<file path="src/rtl/fpb_pkg.sv">
package fpb_pkg;
    typedef enum logic [2:0] {
        S_IDLE,
        S_DEMAND,
        S_PREF,
        S_JOIN,
        S_HOLD
    } fpb_state_e;

    localparam logic [1:0] PFM_OFF  = 2'b00;
    localparam logic [1:0] PFM_MISS = 2'b01;
endpackage

</file>
<file path="src/rtl/fpb_linebuf.sv">
module fpb_linebuf #(
    parameter int NBUF = 4,
    parameter int AW   = 8,
    parameter int DW   = 32,
    localparam int IW  = $clog2(NBUF)
) (
    input  logic          clk,
    input  logic          rst_n,
    input  logic          en,
    input  logic [AW-1:0] lk_addr,
    output logic          lk_hit,
    output logic [IW-1:0] lk_idx,
    output logic [DW-1:0] lk_data,
    input  logic [AW-1:0] nx_addr,
    output logic          nx_hit,
    input  logic          touch,
    input  logic          wr_en,
    input  logic [AW-1:0] wr_addr,
    input  logic [DW-1:0] wr_data
);
    logic [AW-1:0] tag_q  [NBUF];
    logic [DW-1:0] data_q [NBUF];
    logic [IW-1:0] age_q  [NBUF];
    logic [NBUF-1:0] vld_q;

    logic          wr_hit, inv_found, use_any;
    logic [IW-1:0] wr_hidx, inv_idx, old_idx, victim, use_idx;

    always_comb begin
        lk_hit    = 1'b0;
        lk_idx    = '0;
        nx_hit    = 1'b0;
        wr_hit    = 1'b0;
        wr_hidx   = '0;
        inv_found = 1'b0;
        inv_idx   = '0;
        old_idx   = '0;
        for (int i = 0; i < NBUF; i++) begin
            if (en && vld_q[i] && tag_q[i] == lk_addr) begin
                lk_hit = 1'b1;
                lk_idx = IW'(i);
            end
            if (en && vld_q[i] && tag_q[i] == nx_addr) nx_hit = 1'b1;
            if (vld_q[i] && tag_q[i] == wr_addr) begin
                wr_hit  = 1'b1;
                wr_hidx = IW'(i);
            end
            if (!vld_q[i] && !inv_found) begin
                inv_found = 1'b1;
                inv_idx   = IW'(i);
            end
            if (age_q[i] == IW'(NBUF - 1)) old_idx = IW'(i);
        end
        lk_data = data_q[lk_idx];
        victim  = wr_hit ? wr_hidx : (inv_found ? inv_idx : old_idx);
        use_any = (wr_en && en) || touch;
        use_idx = wr_en ? victim : lk_idx;
    end

    always_ff @(posedge clk or negedge rst_n) begin
        if (!rst_n) begin
            vld_q <= '0;
            for (int i = 0; i < NBUF; i++) begin
                tag_q[i]  <= '0;
                data_q[i] <= '0;
                age_q[i]  <= IW'(i);
            end
        end else begin
            if (!en) begin
                vld_q <= '0;
            end else if (wr_en) begin
                vld_q[victim]  <= 1'b1;
                tag_q[victim]  <= wr_addr;
                data_q[victim] <= wr_data;
            end
            if (use_any) begin
                for (int i = 0; i < NBUF; i++) begin
                    if (IW'(i) == use_idx) age_q[i] <= '0;
                    else if (age_q[i] < age_q[use_idx]) age_q[i] <= age_q[i] + 1'b1;
                end
            end
        end
    end


    valid_clear_chk: assert property (@(posedge clk) disable iff (!rst_n)
        !en |=> (vld_q == '0));


    use_excl_chk: assert property (@(posedge clk) disable iff (!rst_n)
        !(touch && wr_en));
endmodule

</file>
<file path="src/rtl/fpb_seq.sv">
module fpb_seq
    import fpb_pkg::*;
#(
    parameter int AW = 8,
    parameter int DW = 32
) (
    input  logic          clk,
    input  logic          rst_n,
    input  logic          cfg_buf_en,
    input  logic          cfg_ipf_en,
    input  logic [1:0]    cfg_pf_mode,
    input  logic          rd_req,
    input  logic [AW-1:0] rd_addr,
    input  logic          rd_instr,
    output logic          rd_ready,
    output logic          rd_valid,
    output logic [DW-1:0] rd_data,
    input  logic          lk_hit,
    input  logic [DW-1:0] lk_data,
    input  logic          nx_hit,
    output logic          touch,
    output logic          wr_en,
    output logic [AW-1:0] wr_addr,
    output logic [DW-1:0] wr_data,
    output logic          arr_req,
    output logic [AW-1:0] arr_addr,
    input  logic          arr_ready,
    input  logic [DW-1:0] arr_data
);
    fpb_state_e state_q, state_d;

    logic [AW-1:0] fl_addr_q, fl_addr_d, hold_addr_q, hold_addr_d, iss_addr;
    logic          dem_fill_q, dem_fill_d, hold_fill_q, hold_fill_d;
    logic          rv_q, rv_d, areq_q, iss;
    logic [DW-1:0] rdat_q, rdat_d;
    logic [AW-1:0] aaddr_q;
    logic          accept, fill_ok, pf_ok;

    assign rd_ready = (state_q == S_IDLE) || (state_q == S_PREF && !arr_ready);
    assign accept   = rd_req && rd_ready;
    assign fill_ok  = cfg_buf_en && (!rd_instr || (cfg_ipf_en && cfg_pf_mode != PFM_OFF));
    assign pf_ok    = rd_instr && cfg_ipf_en && cfg_buf_en && cfg_pf_mode[1] && !nx_hit;

    assign rd_valid = rv_q;
    assign rd_data  = rdat_q;
    assign arr_req  = areq_q;
    assign arr_addr = aaddr_q;
    assign wr_addr  = fl_addr_q;
    assign wr_data  = arr_data;

    always_comb begin
        state_d     = state_q;
        fl_addr_d   = fl_addr_q;
        hold_addr_d = hold_addr_q;
        dem_fill_d  = dem_fill_q;
        hold_fill_d = hold_fill_q;
        iss         = 1'b0;
        iss_addr    = fl_addr_q;
        rv_d        = 1'b0;
        rdat_d      = rdat_q;
        touch       = 1'b0;
        wr_en       = 1'b0;
        unique case (state_q)
            S_IDLE: begin
                if (accept) begin
                    if (lk_hit) begin
                        rv_d   = 1'b1;
                        rdat_d = lk_data;
                        touch  = 1'b1;
                        if (pf_ok) begin
                            iss       = 1'b1;
                            iss_addr  = rd_addr + 1'b1;
                            fl_addr_d = rd_addr + 1'b1;
                            state_d   = S_PREF;
                        end
                    end else begin
                        iss        = 1'b1;
                        iss_addr   = rd_addr;
                        fl_addr_d  = rd_addr;
                        dem_fill_d = fill_ok;
                        state_d    = S_DEMAND;
                    end
                end
            end
            S_DEMAND: begin
                if (arr_ready) begin
                    rv_d    = 1'b1;
                    rdat_d  = arr_data;
                    wr_en   = dem_fill_q && cfg_buf_en;
                    state_d = S_IDLE;
                end
            end
            S_PREF: begin
                if (arr_ready) begin
                    wr_en   = cfg_buf_en;
                    state_d = S_IDLE;
                end else if (accept) begin
                    if (lk_hit) begin
                        rv_d   = 1'b1;
                        rdat_d = lk_data;
                        touch  = 1'b1;
                    end else if (rd_addr == fl_addr_q) begin
                        state_d = S_JOIN;
                    end else begin
                        hold_addr_d = rd_addr;
                        hold_fill_d = fill_ok;
                        state_d     = S_HOLD;
                    end
                end
            end
            S_JOIN: begin
                if (arr_ready) begin
                    rv_d    = 1'b1;
                    rdat_d  = arr_data;
                    wr_en   = cfg_buf_en;
                    state_d = S_IDLE;
                end
            end
            S_HOLD: begin
                if (arr_ready) begin
                    wr_en      = cfg_buf_en;
                    iss        = 1'b1;
                    iss_addr   = hold_addr_q;
                    fl_addr_d  = hold_addr_q;
                    dem_fill_d = hold_fill_q;
                    state_d    = S_DEMAND;
                end
            end
            default: state_d = S_IDLE;
        endcase
    end

    always_ff @(posedge clk or negedge rst_n) begin
        if (!rst_n) state_q <= S_IDLE;
        else        state_q <= state_d;
    end

    always_ff @(posedge clk or negedge rst_n) begin
        if (!rst_n) begin
            fl_addr_q   <= '0;
            hold_addr_q <= '0;
            dem_fill_q  <= 1'b0;
            hold_fill_q <= 1'b0;
            rv_q        <= 1'b0;
            rdat_q      <= '0;
            areq_q      <= 1'b0;
            aaddr_q     <= '0;
        end else begin
            fl_addr_q   <= fl_addr_d;
            hold_addr_q <= hold_addr_d;
            dem_fill_q  <= dem_fill_d;
            hold_fill_q <= hold_fill_d;
            rv_q        <= rv_d;
            rdat_q      <= rdat_d;
            areq_q      <= iss;
            if (iss) aaddr_q <= iss_addr;
        end
    end


    hit_resp_chk: assert property (@(posedge clk) disable iff (!rst_n)
        (accept && lk_hit) |=> rd_valid);


    no_hit_off_chk: assert property (@(posedge clk) disable iff (!rst_n)
        (accept && !cfg_buf_en) |=> !rd_valid);


    req_pulse_chk: assert property (@(posedge clk) disable iff (!rst_n)
        arr_req |=> !arr_req);


    pf_gate_chk: assert property (@(posedge clk) disable iff (!rst_n)
        (state_q == S_IDLE && accept && lk_hit &&
         !(rd_instr && cfg_ipf_en && cfg_pf_mode[1])) |=> !arr_req);


    join_nodup_chk: assert property (@(posedge clk) disable iff (!rst_n)
        (state_q == S_PREF && accept && !lk_hit && rd_addr == fl_addr_q) |=> !arr_req);
endmodule

</file>
<file path="src/rtl/fpb_ctrl.sv">
module fpb_ctrl #(
    parameter int AW   = 8,
    parameter int DW   = 32,
    parameter int NBUF = 4
) (
    input  logic          clk,
    input  logic          rst_n,
    input  logic          cfg_buf_en,
    input  logic          cfg_ipf_en,
    input  logic [1:0]    cfg_pf_mode,
    input  logic          rd_req,
    input  logic [AW-1:0] rd_addr,
    input  logic          rd_instr,
    output logic          rd_ready,
    output logic          rd_valid,
    output logic [DW-1:0] rd_data,
    output logic          arr_req,
    output logic [AW-1:0] arr_addr,
    input  logic          arr_ready,
    input  logic [DW-1:0] arr_data
);
    localparam int IW = $clog2(NBUF);

    logic          lk_hit, nx_hit, touch, wr_en;
    logic [IW-1:0] lk_idx;
    logic [DW-1:0] lk_data, wr_data;
    logic [AW-1:0] wr_addr, nx_addr;

    assign nx_addr = rd_addr + 1'b1;

    fpb_linebuf #(.NBUF(NBUF), .AW(AW), .DW(DW)) u_buf (
        .clk     (clk),
        .rst_n   (rst_n),
        .en      (cfg_buf_en),
        .lk_addr (rd_addr),
        .lk_hit  (lk_hit),
        .lk_idx  (lk_idx),
        .lk_data (lk_data),
        .nx_addr (nx_addr),
        .nx_hit  (nx_hit),
        .touch   (touch),
        .wr_en   (wr_en),
        .wr_addr (wr_addr),
        .wr_data (wr_data)
    );

    fpb_seq #(.AW(AW), .DW(DW)) u_seq (
        .clk         (clk),
        .rst_n       (rst_n),
        .cfg_buf_en  (cfg_buf_en),
        .cfg_ipf_en  (cfg_ipf_en),
        .cfg_pf_mode (cfg_pf_mode),
        .rd_req      (rd_req),
        .rd_addr     (rd_addr),
        .rd_instr    (rd_instr),
        .rd_ready    (rd_ready),
        .rd_valid    (rd_valid),
        .rd_data     (rd_data),
        .lk_hit      (lk_hit),
        .lk_data     (lk_data),
        .nx_hit      (nx_hit),
        .touch       (touch),
        .wr_en       (wr_en),
        .wr_addr     (wr_addr),
        .wr_data     (wr_data),
        .arr_req     (arr_req),
        .arr_addr    (arr_addr),
        .arr_ready   (arr_ready),
        .arr_data    (arr_data)
    );
endmodule

</file>
<file path="config.mk">
export PLATFORM = sky130hd
export DESIGN_NAME = fpb_ctrl
export DESIGN_NICKNAME = d
export VERILOG_FILES = /design/src/rtl/fpb_pkg.sv /design/src/rtl/fpb_linebuf.sv /design/src/rtl/fpb_seq.sv /design/src/rtl/fpb_ctrl.sv
export SDC_FILE = /design/constraint.sdc
export NUM_CORES = 1
export LEC_CHECK = 0
export BUFFER_PORTS_ARGS = -buffer_cell sky130_fd_sc_hd__buf_4
export CAP_MARGIN = 20
export CORE_MARGIN = 2
export CORE_UTILIZATION = 61
export DETAILED_ROUTE_END_ITERATION = 8
export PLACE_DENSITY = 0.78
export SYNTH_ARGS = -nofsm -noshare
export SYNTH_HDL_FRONTEND = slang
export SYNTH_HIERARCHICAL = 1
export SYNTH_SLANG_ARGS = --single-unit
</file>
<file path="constraint.sdc">
create_clock -name clk -period 3.88 [get_ports clk]
set_input_delay 0.97 -clock clk [delete_from_list [all_inputs] [get_ports clk]]
set_output_delay 0.97 -clock clk [all_outputs]
set_load 0.03 [all_outputs]
</file>
==> flow_metrics.py, run 1 <==
metrics = {
    "power": {
        "switching_power_w": 0.00240,
        "combPwrFrac_pct": 25.7,
        "sequentialPowerShare_pct": 42.1,
        "switching_share_pct": 31.4,
        "clkPwrFrac_pct": 32.3,
        "power.density_nw_per_um2": 535,
        "p_int_w": 0.00524,
        "leakagePower_nw": 6.75,
        "peakVddDrop_mv": 0.451,
    },
    "routing": {
        "drtIter0Drc": 672,
        "drc": 0,
        "antenna_left": 0,
        "wl_per_cell_um": 20.9,
        "drt_pre_antenna_iters": 5,
        "via_per_inst": 6.20,
        "route.vias.total": 9114,
        "wirelength_mm": 30.7,
    },
    "finish": {
        "layout-drive-gt1-share_pct": 31.4,
        "diodes": 0,
        "fill_cells": 1460,
        "syn_to_final_growth_pct": 14.3,
        "fin_area_um2": 14300,
        "final_nets": 1237,
    },
    "clock_tree": {
        "root_buffer": "clkbuf_16",
        "numClockSinks": 235,
        "cts_buffer_depth": 3,
        "cts_hold_buf": 0,
        "post_cts_resized": 0,
        "cts_tree": "built",
        "numCtsBuffers": 25,
        "insertion_delay_ns": 0.55,
        "clk_pin_slew_ns": 0.06,
        "htree_levels": 1,
        "postCtsSetupBuffers": 0,
    },
    "floorplanning": {
        "die_h_um": 147,
        "pin_count": 92,
        "rows": 52,
        "dieArea_um2": 21600,
        "core-area_um2": 20200,
        "initial_core_util_pct": 61.9,
        "fp.dieW_um": 147,
    },
    "setup_path": {
        "critPathCaptureType": "register",
        "crit_arrival_ns": 3.97,
        "worst-setup-path-type": "input port to register",
        "crit_chain": "buf_4, ha_1, nand3_1, xnor2_1, xnor2_1, nand3_1, nor4_1, or4_1, nand2b_1, or4b_2, o21ai_0, a21o_1",
        "cpPeakStageDelay_ns": 0.63,
        "critPathMaxFanout": 4,
        "startpoint": "rd_addr[0]",
        "cpLargestDelayFamily": "simple AND/OR/NAND/NOR gates",
        "rr_startpoint": "u_seq/state_q[1]",
        "worst_setup_path_start_kind": "input port",
        "path_buf_inv": 1,
        "cp_slowest_cell": "or4b_2",
        "rrSetupSlack_ns": 0.55,
        "worstPathRequired_ns": 4.36,
    },
    "sta": {
        "rsz0062_at_grt": "false",
        "fmax_mhz": 286,
        "clock_skew_ns": 0.0202,
        "holdWs_ns": 0.480,
        "finalCritPeriodShare_pct": 90.0,
        "worst_slew_pin_slew_ns": 0.907,
        "slew_violations": 0,
        "fin_crit_ns": 3.49,
        "hold_viol": 0,
        "maxSlewHeadroom_pct": 39.5,
        "setup_viol": 0,
    },
    "yosys": {
        "synth_area_per_cell_um2": 11.1,
        "synth_area_um2": 12500,
        "synthesis.instances": 1127,
        "synth.net_count": 1181,
        "synth_warnings": 6,
    },
    "global_routing": {
        "grt_pass1_wl_mm": 49.8,
        "grt_util_all_layers_pct": 28.8,
        "grt_max_degree": 107,
        "grt_pass1_vias": 9366,
        "antenna_found_initial": 0,
        "grt-ovfl-total": 0,
    },
    "placement": {
        "dpl.hpwl_mm": 20.2,
        "placed_cell_area_um2": 13400,
        "gp_congestion": 0.991,
        "io_buffers": 91,
    },
    "flow_run": {
        "drv_cap": 0,
    },
    "hold_path": {
        "hp-class": "input port to asynchronous set/reset pin",
    },
    "status": {
        "status": "finished clean",
    },
}
## final cells by class
class,count,area (um2),share of cell area [%]
clock buffer,31,688,4.82
sequential,235,5890,41.2
clock inverter,12,156,1.10
inverter,21,78.8,0.552
tap,270,338,2.37
timing repair buffer,145,1160,8.11
multi-input combinational,755,5970,41.8
## worst paths after layout
kind | endpoint | cells after the start
worst max-delay path | u_seq/wr_addr[1] | 12
worst min-delay path | u_buf/tag_q[14] | 1
worst max register to register | u_buf/age_q[2] | 10
worst min register to register | u_seq/rd_data[18] | 2
max in group asynchronous | u_buf/data_q[23] | 2
min in group clk | u_seq/rd_data[18] | 2
## metal layers
| layer | part of all wire [%] | vias up | global-route usage [%] |
|---|---|---|---|
| met5 | 0 | - | 0 |
| met4 | 3.0 | 0 | 9.28 |
| met3 | 6.1 | 68 | 4.63 |
| met2 | 48 | 314 | 47.9 |
| met1 | 43 | 4603 | 39.0 |
| li1 | - | 4129 | - |
## power by group through the flow
stage | sequential [W] | combinational, W | clock (W)
after floorplan | 0.00340 | 0.00113 | 0
after global placement | 0.00323 | 0.00191 | 0
after detailed placement | 0.00325 | 0.00196 | 0
after CTS | 0.00321 | 0.00197 | 0.00249
after global routing | 0.00326 | 0.00213 | 0.00260
final | 0.00322 | 0.00196 | 0.00246
## cells in the final DEF, fill, tap and decap left out, drive strengths merged, types with 10 or more instances in the layout
master  count
o21ai      48
nor3       11
o221ai     34
nand2      95
a21oi      11
nor4       12
nor2       48
mux2i      39
xnor2      86
inv        22
a21o       10
xor2       27
nand3      19
a31oi      42
buf       145
clkbuf     31
mux2      169
nand4      20
dfrtp     231
## registers in the layout, indices dropped and copies added (netlist names)
name	flops
u_buf/data_q	128
u_seq/hold_addr_q	8
u_buf/age_q	8
u_seq/hold_fill_q	1
u_seq/arr_addr	8
u_buf/tag_q	32
u_seq/rd_data	32
u_seq/arr_req	1
u_seq/rd_valid	1
u_seq/wr_addr	8
u_seq/state_q	3
u_buf/vld_q	4
u_seq/dem_fill_q	1
## through the flow
stage	worst slack [ns]	std cells	TNS [ns]	power (W)	util (%)
floorplan	0.159	1127	0	0.00452	-
global placement	-0.0682	1426	-0.136	0.00514	66.6
detailed placement	-0.167	1426	-0.325	0.00520	66.6
CTS	0.391	1469	0	0.00767	70.8
global route	0.213	1469	0	0.00799	70.8
finish	0.388	1469	0	0.00764	70.8
(Power assumes the default switching activity.)
==> run 2: changes to the inputs <==
CORE_MARGIN = 1.5   (was 2)
==> flow_metrics.py, run 2 (same netlist as run 1, synthesis figures left out) <==
metrics = {
    "setup_path": {
        "worst_setup_path_start_kind": "input port",
        "worst-setup-path-type": "input port to register",
        "worstPathRequired_ns": 4.34,
        "critPathCaptureType": "register",
        "critPathMaxFanout": 4,
        "cp_slowest_cell": "or4b_2",
        "crit_arrival_ns": 3.91,
        "reg2reg_depth": 11,
        "crit_chain": "buf_4, ha_1, nand3_1, xnor2_1, xnor2_1, nand3_1, nor4_1, or4_1, nand2b_1, or4b_2, o21ai_0, a21o_1",
        "cpPeakStageDelay_ns": 0.63,
    },
    "clock_tree": {
        "insertion_delay_ns": 0.54,
        "cts_tree": "built",
        "post_cts_resized": 0,
        "postCtsSetupBuffers": 0,
        "clk_pin_slew_ns": 0.06,
        "numCtsBuffers": 25,
        "root_buffer": "clkbuf_16",
        "htree_levels": 1,
        "numClockSinks": 235,
        "cts_hold_buf": 0,
        "cts_buffer_depth": 3,
    },
    "finish": {
        "syn_to_final_growth_pct": 13.2,
        "final_nets": 1224,
        "largest_register_ffs": 128,
        "final_cell_mix": "dfrtp_1, mux2_2, buf_4, nand2_1, xnor2_1",
        "layout_commonest_cell": "dfrtp_1",
        "diodes": 0,
        "layout-drive-gt1-share_pct": 30.1,
        "top_register": "u_buf/data_q",
        "postLayoutCoreUtil_pct": 70.1,
    },
    "sta": {
        "fin_crit_ns": 3.45,
        "fmax_mhz": 290,
        "holdWs_ns": 0.381,
        "rsz0062_at_grt": "false",
        "clock_skew_ns": 0.0161,
        "worst_slew_pin_slew_ns": 0.868,
        "setup_viol": 0,
        "finalCritPeriodShare_pct": 88.9,
        "maxSlewHeadroom_pct": 42.1,
        "slew_violations": 0,
        "hold_viol": 0,
    },
    "power": {
        "peakVddDrop_mv": 0.481,
        "power.density_nw_per_um2": 527,
        "power_w": 0.00745,
        "leakagePower_nw": 6.66,
    },
    "floorplanning": {
        "die_h_um": 146,
        "rows": 52,
        "initial_core_util_pct": 61.9,
        "core-area_um2": 20200,
        "pin_count": 92,
        "dieArea_um2": 21300,
        "fp.dieW_um": 146,
    },
    "routing": {
        "via_per_inst": 6.13,
        "drc": 0,
        "drtIter0Drc": 501,
        "wl_per_cell_um": 20.5,
        "drt_pre_antenna_iters": 7,
        "wirelength_mm": 29.8,
        "antenna_left": 0,
        "route.vias.total": 8931,
    },
    "global_routing": {
        "grt_util_all_layers_pct": 28.6,
        "grt_pass1_wl_mm": 49.3,
        "grt-ovfl-total": 0,
        "grt_max_degree": 94,
        "antenna_found_initial": 0,
        "grt_pass1_vias": 9177,
    },
    "placement": {
        "dpl.hpwl_mm": 19.4,
        "gp_congestion": 0.912,
        "io_buffers": 91,
    },
    "hold_path": {
        "hp-class": "input port to asynchronous set/reset pin",
    },
    "flow_run": {
        "drv_cap": 0,
    },
    "status": {
        "status": "finished clean",
    },
}
==> run 2: changes by cell type in the layout (fill, tap and decap cells not counted), sizes merged <==
cell      change
buf          -13
clkinvlp      -1
clkbuf        +7
bufinv        -2
clkinv        -4
==> run 2: final cells by class <==
cell class,count,area [um2]
multi-input combinational,755,5970
clock buffer,38,714
fill,1455,6020
inverter,21,78.8
sequential,235,5890
clock inverter,5,68.8
timing repair buffer,132,1090
tap,270,338
==> run 2: routing by layer <==
layer | routed length (um) | vias up | track usage [%]
met5 | 0 | - | 0
met4 | 800 | 0 | 8.43
li1 | - | 4104 | -
met3 | 1660 | 58 | 4.63
met2 | 14500 | 262 | 48.0
met1 | 12800 | 4507 | 38.6
==> run 2: worst paths after layout <==
kind                                  start                to  slack [ns]
max in group asynchronous             rst_n    u_buf/age_q[1]        2.61
hold reg to reg            u_seq/rd_data[3]  u_seq/rd_data[3]        0.48
setup reg to reg           u_seq/state_q[1]    u_buf/age_q[6]        0.58
setup / recovery                 rd_addr[0]  u_seq/wr_addr[1]        0.43
min in group clk           u_seq/rd_data[3]  u_seq/rd_data[3]        0.48
hold / removal                        rst_n   u_buf/tag_q[22]        0.38
==> run 2: per-stage QoR <==
step / instances / setup slack [ns] / instance area [um2] / setup TNS (ns)
detailed placement: 1413 / -0.0855 / 13400 / -0.164
CTS: 1456 / 0.427 / 14100 / 0
global route: 1456 / 0.207 / 14100 / 0
global placement: 1413 / -0.0607 / 13400 / -0.121
finish: 1456 / 0.430 / 14100 / 0
floorplan: 1127 / 0.159 / 12500 / 0
==> run 2: where the power goes <==
group | switching, W | total (W) | leakage, nW | internal (W)
registers | 0.000385 | 0.00324 | 3.11 | 0.00285
clock network | 0.000962 | 0.00230 | 0.383 | 0.00134
logic | 0.000996 | 0.00191 | 3.16 | 0.000919
==> run 2: worst max-delay path, delay by kind of cell <==
family	cells	cell delay, ns
xor gates and xnor gates	2	0.61
buffers and inverters	1	0.11
and+or+nand+nor	6	1.63
AOI/OAI and AO/OA	2	0.38
adders and majority gates	1	0.20
